--- src/rtl/pit_pkg.sv ---
package pit_pkg;
   typedef enum logic {
      OP_INTEREST = 1'b0,
      OP_DATA     = 1'b1
   } pit_op_e;
endpackage

--- src/rtl/pit_index.sv ---
module pit_index #(
   parameter int PART_W = 16,
   parameter int DEPTH  = 12,
   localparam int IDX_W = (DEPTH > 1) ? $clog2(DEPTH) : 1
) (
   input  logic [PART_W-1:0] part,
   output logic [IDX_W-1:0]  idx
);
   generate
      if (PART_W < IDX_W) begin : g_bad_width
         $error("pit_index: PART_W narrower than index");
      end
      if (DEPTH == 1) begin : g_single
         assign idx = '0;
      end else if ((DEPTH & (DEPTH - 1)) == 0) begin : g_pow2
         // power-of-two depth: modulo is a plain bit select
         assign idx = part[IDX_W-1:0];
      end else begin : g_modulo
         localparam logic [PART_W-1:0] DEPTH_P = PART_W'(DEPTH);
         logic [PART_W-1:0] rem;
         assign rem = part % DEPTH_P;
         assign idx = rem[IDX_W-1:0];
      end
   endgenerate
endmodule

--- src/rtl/pit_store.sv ---
module pit_store #(
   parameter int PART_W    = 16,
   parameter int NUM_PORTS = 6,
   parameter int DEPTH     = 12,
   localparam int IDX_W    = (DEPTH > 1) ? $clog2(DEPTH) : 1
) (
   input  logic                 clk,
   input  logic                 rst_n,
   input  logic [IDX_W-1:0]     rd_idx,
   output logic [PART_W-1:0]    rd_tag,
   output logic [NUM_PORTS-1:0] rd_ports,
   output logic                 rd_valid,
   input  logic                 wr_en,
   input  logic [IDX_W-1:0]     wr_idx,
   input  logic [PART_W-1:0]    wr_tag,
   input  logic [NUM_PORTS-1:0] wr_ports,
   input  logic                 wr_valid
);
   logic [PART_W-1:0]    tag_q   [DEPTH];
   logic [NUM_PORTS-1:0] ports_q [DEPTH];
   logic [DEPTH-1:0]     valid_q;

   generate
      for (genvar e = 0; e < DEPTH; e++) begin : g_entry
         always_ff @(posedge clk or negedge rst_n) begin
            if (!rst_n) begin
               tag_q[e]   <= '0;
               ports_q[e] <= '0;
               valid_q[e] <= 1'b0;
            end else if (wr_en && (wr_idx == IDX_W'(e))) begin
               tag_q[e]   <= wr_tag;
               ports_q[e] <= wr_ports;
               valid_q[e] <= wr_valid;
            end
         end
      end
   endgenerate

   assign rd_tag   = tag_q[rd_idx];
   assign rd_ports = ports_q[rd_idx];
   assign rd_valid = valid_q[rd_idx];

   // a clearing write leaves the entry invalid on the next cycle
   a_r7_clear_sticks: assert property (@(posedge clk) disable iff (!rst_n)
      (wr_en && !wr_valid) |=> !valid_q[$past(wr_idx)]);
   // a validating write never leaves an empty bitmap behind
   a_r3_valid_nonempty: assert property (@(posedge clk) disable iff (!rst_n)
      (wr_en && wr_valid) |=> (ports_q[$past(wr_idx)] != '0));
endmodule

--- src/rtl/pit_decide.sv ---
module pit_decide
   import pit_pkg::*;
#(
   parameter int PART_W    = 16,
   parameter int NUM_PORTS = 6,
   localparam int PORT_W   = (NUM_PORTS > 1) ? $clog2(NUM_PORTS) : 1
) (
   input  logic                 req_valid,
   input  pit_op_e              req_op,
   input  logic [PART_W-1:0]    req_part,
   input  logic [PORT_W-1:0]    req_port,
   input  logic [PART_W-1:0]    rd_tag,
   input  logic [NUM_PORTS-1:0] rd_ports,
   input  logic                 rd_valid,
   output logic                 wr_en,
   output logic [PART_W-1:0]    wr_tag,
   output logic [NUM_PORTS-1:0] wr_ports,
   output logic                 wr_valid,
   output logic                 nx_hit,
   output logic                 nx_drop,
   output logic                 nx_fwd,
   output logic [NUM_PORTS-1:0] nx_ports
);
   logic                 port_ok;
   logic                 tag_eq;
   logic [NUM_PORTS-1:0] port_bit;

   generate
      if (NUM_PORTS == (1 << PORT_W)) begin : g_full_port_range
         assign port_ok = 1'b1;
      end else begin : g_partial_port_range
         assign port_ok = ({1'b0, req_port} < (PORT_W + 1)'(NUM_PORTS));
      end
   endgenerate

   assign port_bit = NUM_PORTS'(1) << req_port;
   assign tag_eq   = rd_valid && (rd_tag == req_part);

   always_comb begin
      wr_en    = 1'b0;
      wr_tag   = req_part;
      wr_ports = '0;
      wr_valid = 1'b0;
      nx_hit   = 1'b0;
      nx_drop  = 1'b0;
      nx_fwd   = 1'b0;
      nx_ports = '0;
      if (req_valid) begin
         unique case (req_op)
            OP_INTEREST: begin
               if (!port_ok) begin
                  nx_drop = 1'b1;
               end else if (tag_eq) begin
                  // join an existing record; forward only if nothing pending
                  wr_en    = 1'b1;
                  wr_ports = rd_ports | port_bit;
                  wr_valid = 1'b1;
                  nx_hit   = 1'b1;
                  nx_fwd   = (rd_ports == '0);
                  nx_ports = rd_ports | port_bit;
               end else begin
                  // empty entry or collision: take the entry over
                  wr_en    = 1'b1;
                  wr_ports = port_bit;
                  wr_valid = 1'b1;
                  nx_fwd   = 1'b1;
                  nx_ports = port_bit;
               end
            end
            OP_DATA: begin
               if (tag_eq) begin
                  wr_en    = 1'b1;
                  wr_tag   = rd_tag;
                  wr_ports = '0;
                  wr_valid = 1'b0;
                  nx_hit   = 1'b1;
                  nx_ports = rd_ports;
               end else begin
                  nx_drop = 1'b1;
               end
            end
            default: nx_drop = 1'b1;
         endcase
      end
   end
endmodule

--- src/rtl/pit_table.sv ---
module pit_table
   import pit_pkg::*;
#(
   parameter int PART_W    = 16,
   parameter int NUM_PORTS = 6,
   parameter int DEPTH     = 12,
   localparam int PORT_W   = (NUM_PORTS > 1) ? $clog2(NUM_PORTS) : 1,
   localparam int IDX_W    = (DEPTH > 1) ? $clog2(DEPTH) : 1
) (
   input  logic                 clk,
   input  logic                 rst_n,
   input  logic                 req_valid,
   input  logic                 req_is_data,
   input  logic [PART_W-1:0]    req_part,
   input  logic [PORT_W-1:0]    req_port,
   output logic                 rsp_valid,
   output logic                 rsp_hit,
   output logic                 rsp_drop,
   output logic                 rsp_fwd,
   output logic [NUM_PORTS-1:0] rsp_ports
);
   generate
      if (DEPTH < 1 || DEPTH > 4096) begin : g_bad_depth
         $error("pit_table: DEPTH out of range");
      end
      if (NUM_PORTS < 1) begin : g_bad_ports
         $error("pit_table: NUM_PORTS must be positive");
      end
      if (PART_W < 1) begin : g_bad_part
         $error("pit_table: PART_W must be positive");
      end
   endgenerate

   pit_op_e              req_op;
   logic [IDX_W-1:0]     idx;
   logic [PART_W-1:0]    rd_tag;
   logic [NUM_PORTS-1:0] rd_ports;
   logic                 rd_valid;
   logic                 wr_en;
   logic [PART_W-1:0]    wr_tag;
   logic [NUM_PORTS-1:0] wr_ports;
   logic                 wr_valid;
   logic                 nx_hit, nx_drop, nx_fwd;
   logic [NUM_PORTS-1:0] nx_ports;
   pit_op_e              rsp_op_q;

   assign req_op = req_is_data ? OP_DATA : OP_INTEREST;

   pit_index #(.PART_W(PART_W), .DEPTH(DEPTH)) u_index (
      .part (req_part),
      .idx  (idx)
   );

   pit_store #(.PART_W(PART_W), .NUM_PORTS(NUM_PORTS), .DEPTH(DEPTH)) u_store (
      .clk      (clk),
      .rst_n    (rst_n),
      .rd_idx   (idx),
      .rd_tag   (rd_tag),
      .rd_ports (rd_ports),
      .rd_valid (rd_valid),
      .wr_en    (wr_en),
      .wr_idx   (idx),
      .wr_tag   (wr_tag),
      .wr_ports (wr_ports),
      .wr_valid (wr_valid)
   );

   pit_decide #(.PART_W(PART_W), .NUM_PORTS(NUM_PORTS)) u_decide (
      .req_valid (req_valid),
      .req_op    (req_op),
      .req_part  (req_part),
      .req_port  (req_port),
      .rd_tag    (rd_tag),
      .rd_ports  (rd_ports),
      .rd_valid  (rd_valid),
      .wr_en     (wr_en),
      .wr_tag    (wr_tag),
      .wr_ports  (wr_ports),
      .wr_valid  (wr_valid),
      .nx_hit    (nx_hit),
      .nx_drop   (nx_drop),
      .nx_fwd    (nx_fwd),
      .nx_ports  (nx_ports)
   );

   always_ff @(posedge clk or negedge rst_n) begin
      if (!rst_n) begin
         rsp_valid <= 1'b0;
         rsp_hit   <= 1'b0;
         rsp_drop  <= 1'b0;
         rsp_fwd   <= 1'b0;
         rsp_ports <= '0;
         rsp_op_q  <= OP_INTEREST;
      end else begin
         rsp_valid <= req_valid;
         rsp_hit   <= nx_hit;
         rsp_drop  <= nx_drop;
         rsp_fwd   <= nx_fwd;
         rsp_ports <= nx_ports;
         rsp_op_q  <= req_op;
      end
   end

   // each request is answered exactly one cycle later
   a_r9_rsp_follows_req: assert property (@(posedge clk) disable iff (!rst_n)
      req_valid |=> rsp_valid);
   a_r9_no_rsp_when_idle: assert property (@(posedge clk) disable iff (!rst_n)
      !req_valid |=> !rsp_valid);
   // Data responses never request upstream forwarding
   a_r11_data_no_fwd: assert property (@(posedge clk) disable iff (!rst_n)
      (rsp_valid && rsp_op_q == OP_DATA) |-> !rsp_fwd);
   // a drop carries no ports and no hit
   a_r8_drop_empty: assert property (@(posedge clk) disable iff (!rst_n)
      rsp_drop |-> (rsp_ports == '0 && !rsp_hit));
   // a forwarded Interest names exactly one port
   a_r5_fwd_single_port: assert property (@(posedge clk) disable iff (!rst_n)
      rsp_fwd |-> ($countones(rsp_ports) == 1));
   // a hit always carries at least one port
   a_r6_hit_nonempty: assert property (@(posedge clk) disable iff (!rst_n)
      (rsp_valid && rsp_hit) |-> (rsp_ports != '0));
endmodule

--- config.mk ---
export PLATFORM = sky130hd
export DESIGN_NAME = pit_table
export DESIGN_NICKNAME = d
export VERILOG_FILES = /design/src/rtl/pit_pkg.sv /design/src/rtl/pit_index.sv /design/src/rtl/pit_store.sv /design/src/rtl/pit_decide.sv /design/src/rtl/pit_table.sv
export SDC_FILE = /design/constraint.sdc
export NUM_CORES = 1
export LEC_CHECK = 0
export ABC_AREA = 1
export BUFFER_PORTS_ARGS = -buffer_cell sky130_fd_sc_hd__buf_2
export CORE_MARGIN = 2
export CORE_UTILIZATION = 35
export CTS_CLUSTER_SIZE = 24
export DETAILED_ROUTE_END_ITERATION = 8
export PLACE_DENSITY_LB_ADDON = 0.15
export SYNTH_ARGS = -nofsm -noshare
export SYNTH_HDL_FRONTEND = slang
export SYNTH_SLANG_ARGS = --single-unit
--- constraint.sdc ---
create_clock -name clk -period 2.3 [get_ports clk]
set_clock_uncertainty 0.15 [all_clocks]
set_input_delay 0.23 -clock clk [delete_from_list [all_inputs] [get_ports clk]]
set_output_delay 0.23 -clock clk [all_outputs]
set_load 0.02 [all_outputs]
==> impl_metrics.json <==
{
  "synth-seq-cells": 286,
  "post-route-period-util_pct": 207.8,
  "rsz0062_at_grt": "true",
  "die-area_mm2": 0.04224,
  "drv_cap": 0,
  "cts_tree": "yes",
  "synth-async-reset-ratio_pct": 100.0,
  "crit_arrival_ns": 5.05,
  "clk_latency_ns": 0.55,
  "clockBufferDepth": 3,
  "regArea_mm2": 0.007157,
  "crit_type": "in -> reg",
  "path_max_fanout": 10,
  "worstHoldPathType": "in -> reg",
  "tightest_slew_ns": 0.5537,
  "cts_sinks": 286,
  "total_power_mw": 17.50,
  "vias": 13583,
  "detail_route.wl_per_cell_um": 20.49,
  "period_needed_ns": 4.779,
  "drive_above_1_share_pct": 24.93,
  "use_met2_pct": 37.01,
  "max_slew_margin_pct": 63.09,
  "drv_slew": 0,
  "ys_warn_count": 0,
  "ir_worst_vdd_mv": 0.4646,
  "leakage_nw": 9.817,
  "crit_top_cell": "nand2_1",
  "dpl_worst_slack_ns": -2.956,
  "wl_um": 51940,
  "boundaryPins": 33,
  "avgSynthCellArea_um2": 7.923,
  "grtUsageMet1_pct": 34.32,
  "grt_use_met3_pct": 4.514,
  "synth.distinct_cells": 36,
  "setup_viol": 285,
  "clkSlewWorstSetupHoldPaths_ns": 0.06,
  "start_util_pct": 35.61,
  "coreArea_mm2": 0.03991,
  "startpoint_type": "primary input",
  "fp-row-count": 73,
  "grt_use_total_pct": 23.88,
  "fmax_mhz": 209.3,
  "die_w_um": 205.5,
  "io_buffers": 32,
  "place_area_mm2": 0.01650,
  "multiInputGateArea_mm2": 0.006792,
  "cp_data_required_time_ns": 2.57,
  "syn-num-nets": 1817,
  "drt_pass1_iterations": 7,
  "post-route-util_pct": 47.98,
  "syn_inst": 1794,
  "areaGrowthSynthToFinish_pct": 34.74,
  "cp_num_buf_inv": 7,
  "antenna_found_initial": 0,
  "max_stage_delay_ns": 0.20,
  "drc_errors": 0,
  "synth.cell_area_mm2": 0.01421,
  "dr.first_iter.drc_count": 1441,
  "worst_slack_ns": -2.479,
  "power_density_mw_per_mm2": 913.9,
  "synth_flop_cell": "dfrtp_1",
  "violations": "negative setup slack",
  "grt_start_max_net_pins": 92,
  "cp_slowest_cell": "clkbuf_16",
  "die-height_um": 205.5,
  "seq_area_frac_synth_pct": 50.35,
  "diodes": 0,
  "fillers": 3749,
  "overflow": 0,
  "critical-path-top-delay-family": "simple AND/OR/NAND/NOR gates",
  "root_buffer": "clkbuf_16",
  "status": "finished, violations left",
  "finalHoldViolations": 0,
  "cp-end-kind": "flip-flop",
  "gp_congestion": 0.8653,
  "holdWs_ns": 0.02301,
  "drtAntennaViolNets": 0,
  "dp_hpwl_um": 32110,
  "design_area_mm2": 0.01915,
  "htree_levels": 2,
  "grt_pass1_wl_um": 77810,
  "vias_per_cell": 5.358,
  "grt_pass1_vias": 13166,
  "grt_busiest_layer": "met2",
  "numCtsBuffers": 34,
  "nets": 2010,
  "synth_edf_count": 0
}
[area by class of cell]
cell class	instances	area share, %
clock buffer	46	4.991
clock inverter	13	0.6925
inverter	60	1.307
multi-input combinational	1301	35.46
sequential	286	37.37
tap	525	3.430
timing repair buffer	304	16.75
[cell usage in the layout, fill, tap and decap left out, drive strengths merged, types with 32 or more instances in the layout]
cell	synthesis	routed
a221oi	38	38
a22o	35	35
a22oi	40	40
buf	68	279
clkbuf	82	60
dfrtp	286	286
inv	59	59
nand2	741	744
nand3	269	269
nand4	61	61
nor2	32	32
o21ai	35	35
[metrics by stage]
stage / TNS [ns] / cells
6_report: -689.26 / 2535
5_1_grt: -794.76 / 2535
4_1_cts: -649.21 / 2512
3_5_place_dp: -823.57 / 2427
3_3_place_gp: -799.97 / 2427
2_1_floorplan: -671.46 / 1794
[metal layers]
metal	vias to the layer above	wire, um
met5	-	0
met4	0	1224
met3	69	3376
met2	493	23580
met1	6601	23760
li1	6420	-
[worst paths after layout]
kind	cells after the start	to	slack, ns	startpoint
setup / recovery	45	u_store.tag_q[123]	-2.48	req_part[13]
hold / removal	4	u_store.tag_q[185]	0.02	req_part[9]
setup reg to reg	18	u_store.tag_q[123]	-0.67	u_store.tag_q[121]
hold reg to reg	2	u_store.tag_q[65]	0.30	u_store.tag_q[65]
max in group asynchronous	3	u_store.tag_q[157]	1.18	rst_n
min in group asynchronous	2	u_store.tag_q[108]	0.08	rst_n
[report_power, final]
part / total [mW] / switching (mW) / internal, mW / leakage [nW]
Clock: 5.38 / 2.23 / 3.15 / 0.540
Sequential: 7.24 / 0.826 / 6.42 / 3.69
Combinational: 4.88 / 2.79 / 2.10 / 5.58
Total: 17.5 / 5.84 / 11.7 / 9.82
[flip-flops by register name (all words and copies together) (netlist names)]
register	flops
rsp_hit	1
rsp_valid	1
rsp_fwd	1
u_store.tag_q	192
rsp_ports	6
u_store.valid_q	12
rsp_drop	1
u_store.ports_q	72
[cells by family (layout without fill, tap and decap cells)]
family | Yosys count | in the layout | share of synthesized area [%]
DFF | 286 | 286 | 50.35
and+or+nand+nor | 1107 | 1110 | 32.92
buffers and inverters | 210 | 423 | 6.690
AOI/OAI and AO/OA | 191 | 191 | 10.04
[cell usage after synthesis, types with 2 or more instances]
cell type | count | area [um2]
buf_1 | 9 | 33.78
nor2_4 | 2 | 22.52
a31oi_1 | 5 | 31.28
nand2_2 | 3 | 18.77
a22o_1 | 35 | 306.5
nor2_1 | 29 | 108.9
o21ai_1 | 21 | 105.1
buf_4 | 3 | 22.52
buf_6 | 13 | 146.4
o21ai_2 | 2 | 17.52
a221oi_1 | 38 | 332.8
o21ai_0 | 12 | 60.06
a21oi_1 | 14 | 70.07
dfrtp_1 | 286 | 7157
o211ai_1 | 2 | 15.01
buf_2 | 43 | 215.2
o22ai_1 | 4 | 25.02
nand3_1 | 269 | 1346
a22oi_1 | 40 | 300.3
nand2_1 | 738 | 2770
inv_1 | 51 | 191.4
o21bai_2 | 2 | 22.52
inv_2 | 8 | 30.03
clkbuf_1 | 82 | 307.8
a221o_1 | 3 | 30.03
a21boi_0 | 10 | 75.07
nand4_1 | 61 | 381.6
[repair_timing]
action	in CTS	in global routing
setup buffers	12	6
endpoints found under the setup margin	285	285
hold buffers	11	0
gates resized for setup	65	155
pin swaps	2	36
cloned	4	18
hold endpoints to repair	287	0
[worst register-to-register path, delay by kind of cell, from the launching register on]
family | cells | cell delay (ns)
buffers and inverters | 3 | 0.54
DFF | 1 | 0.37
and+or+nand+nor | 13 | 1.27
AOI/OAI and AO/OA | 2 | 0.52
Power figures use the tool's default switching activity.
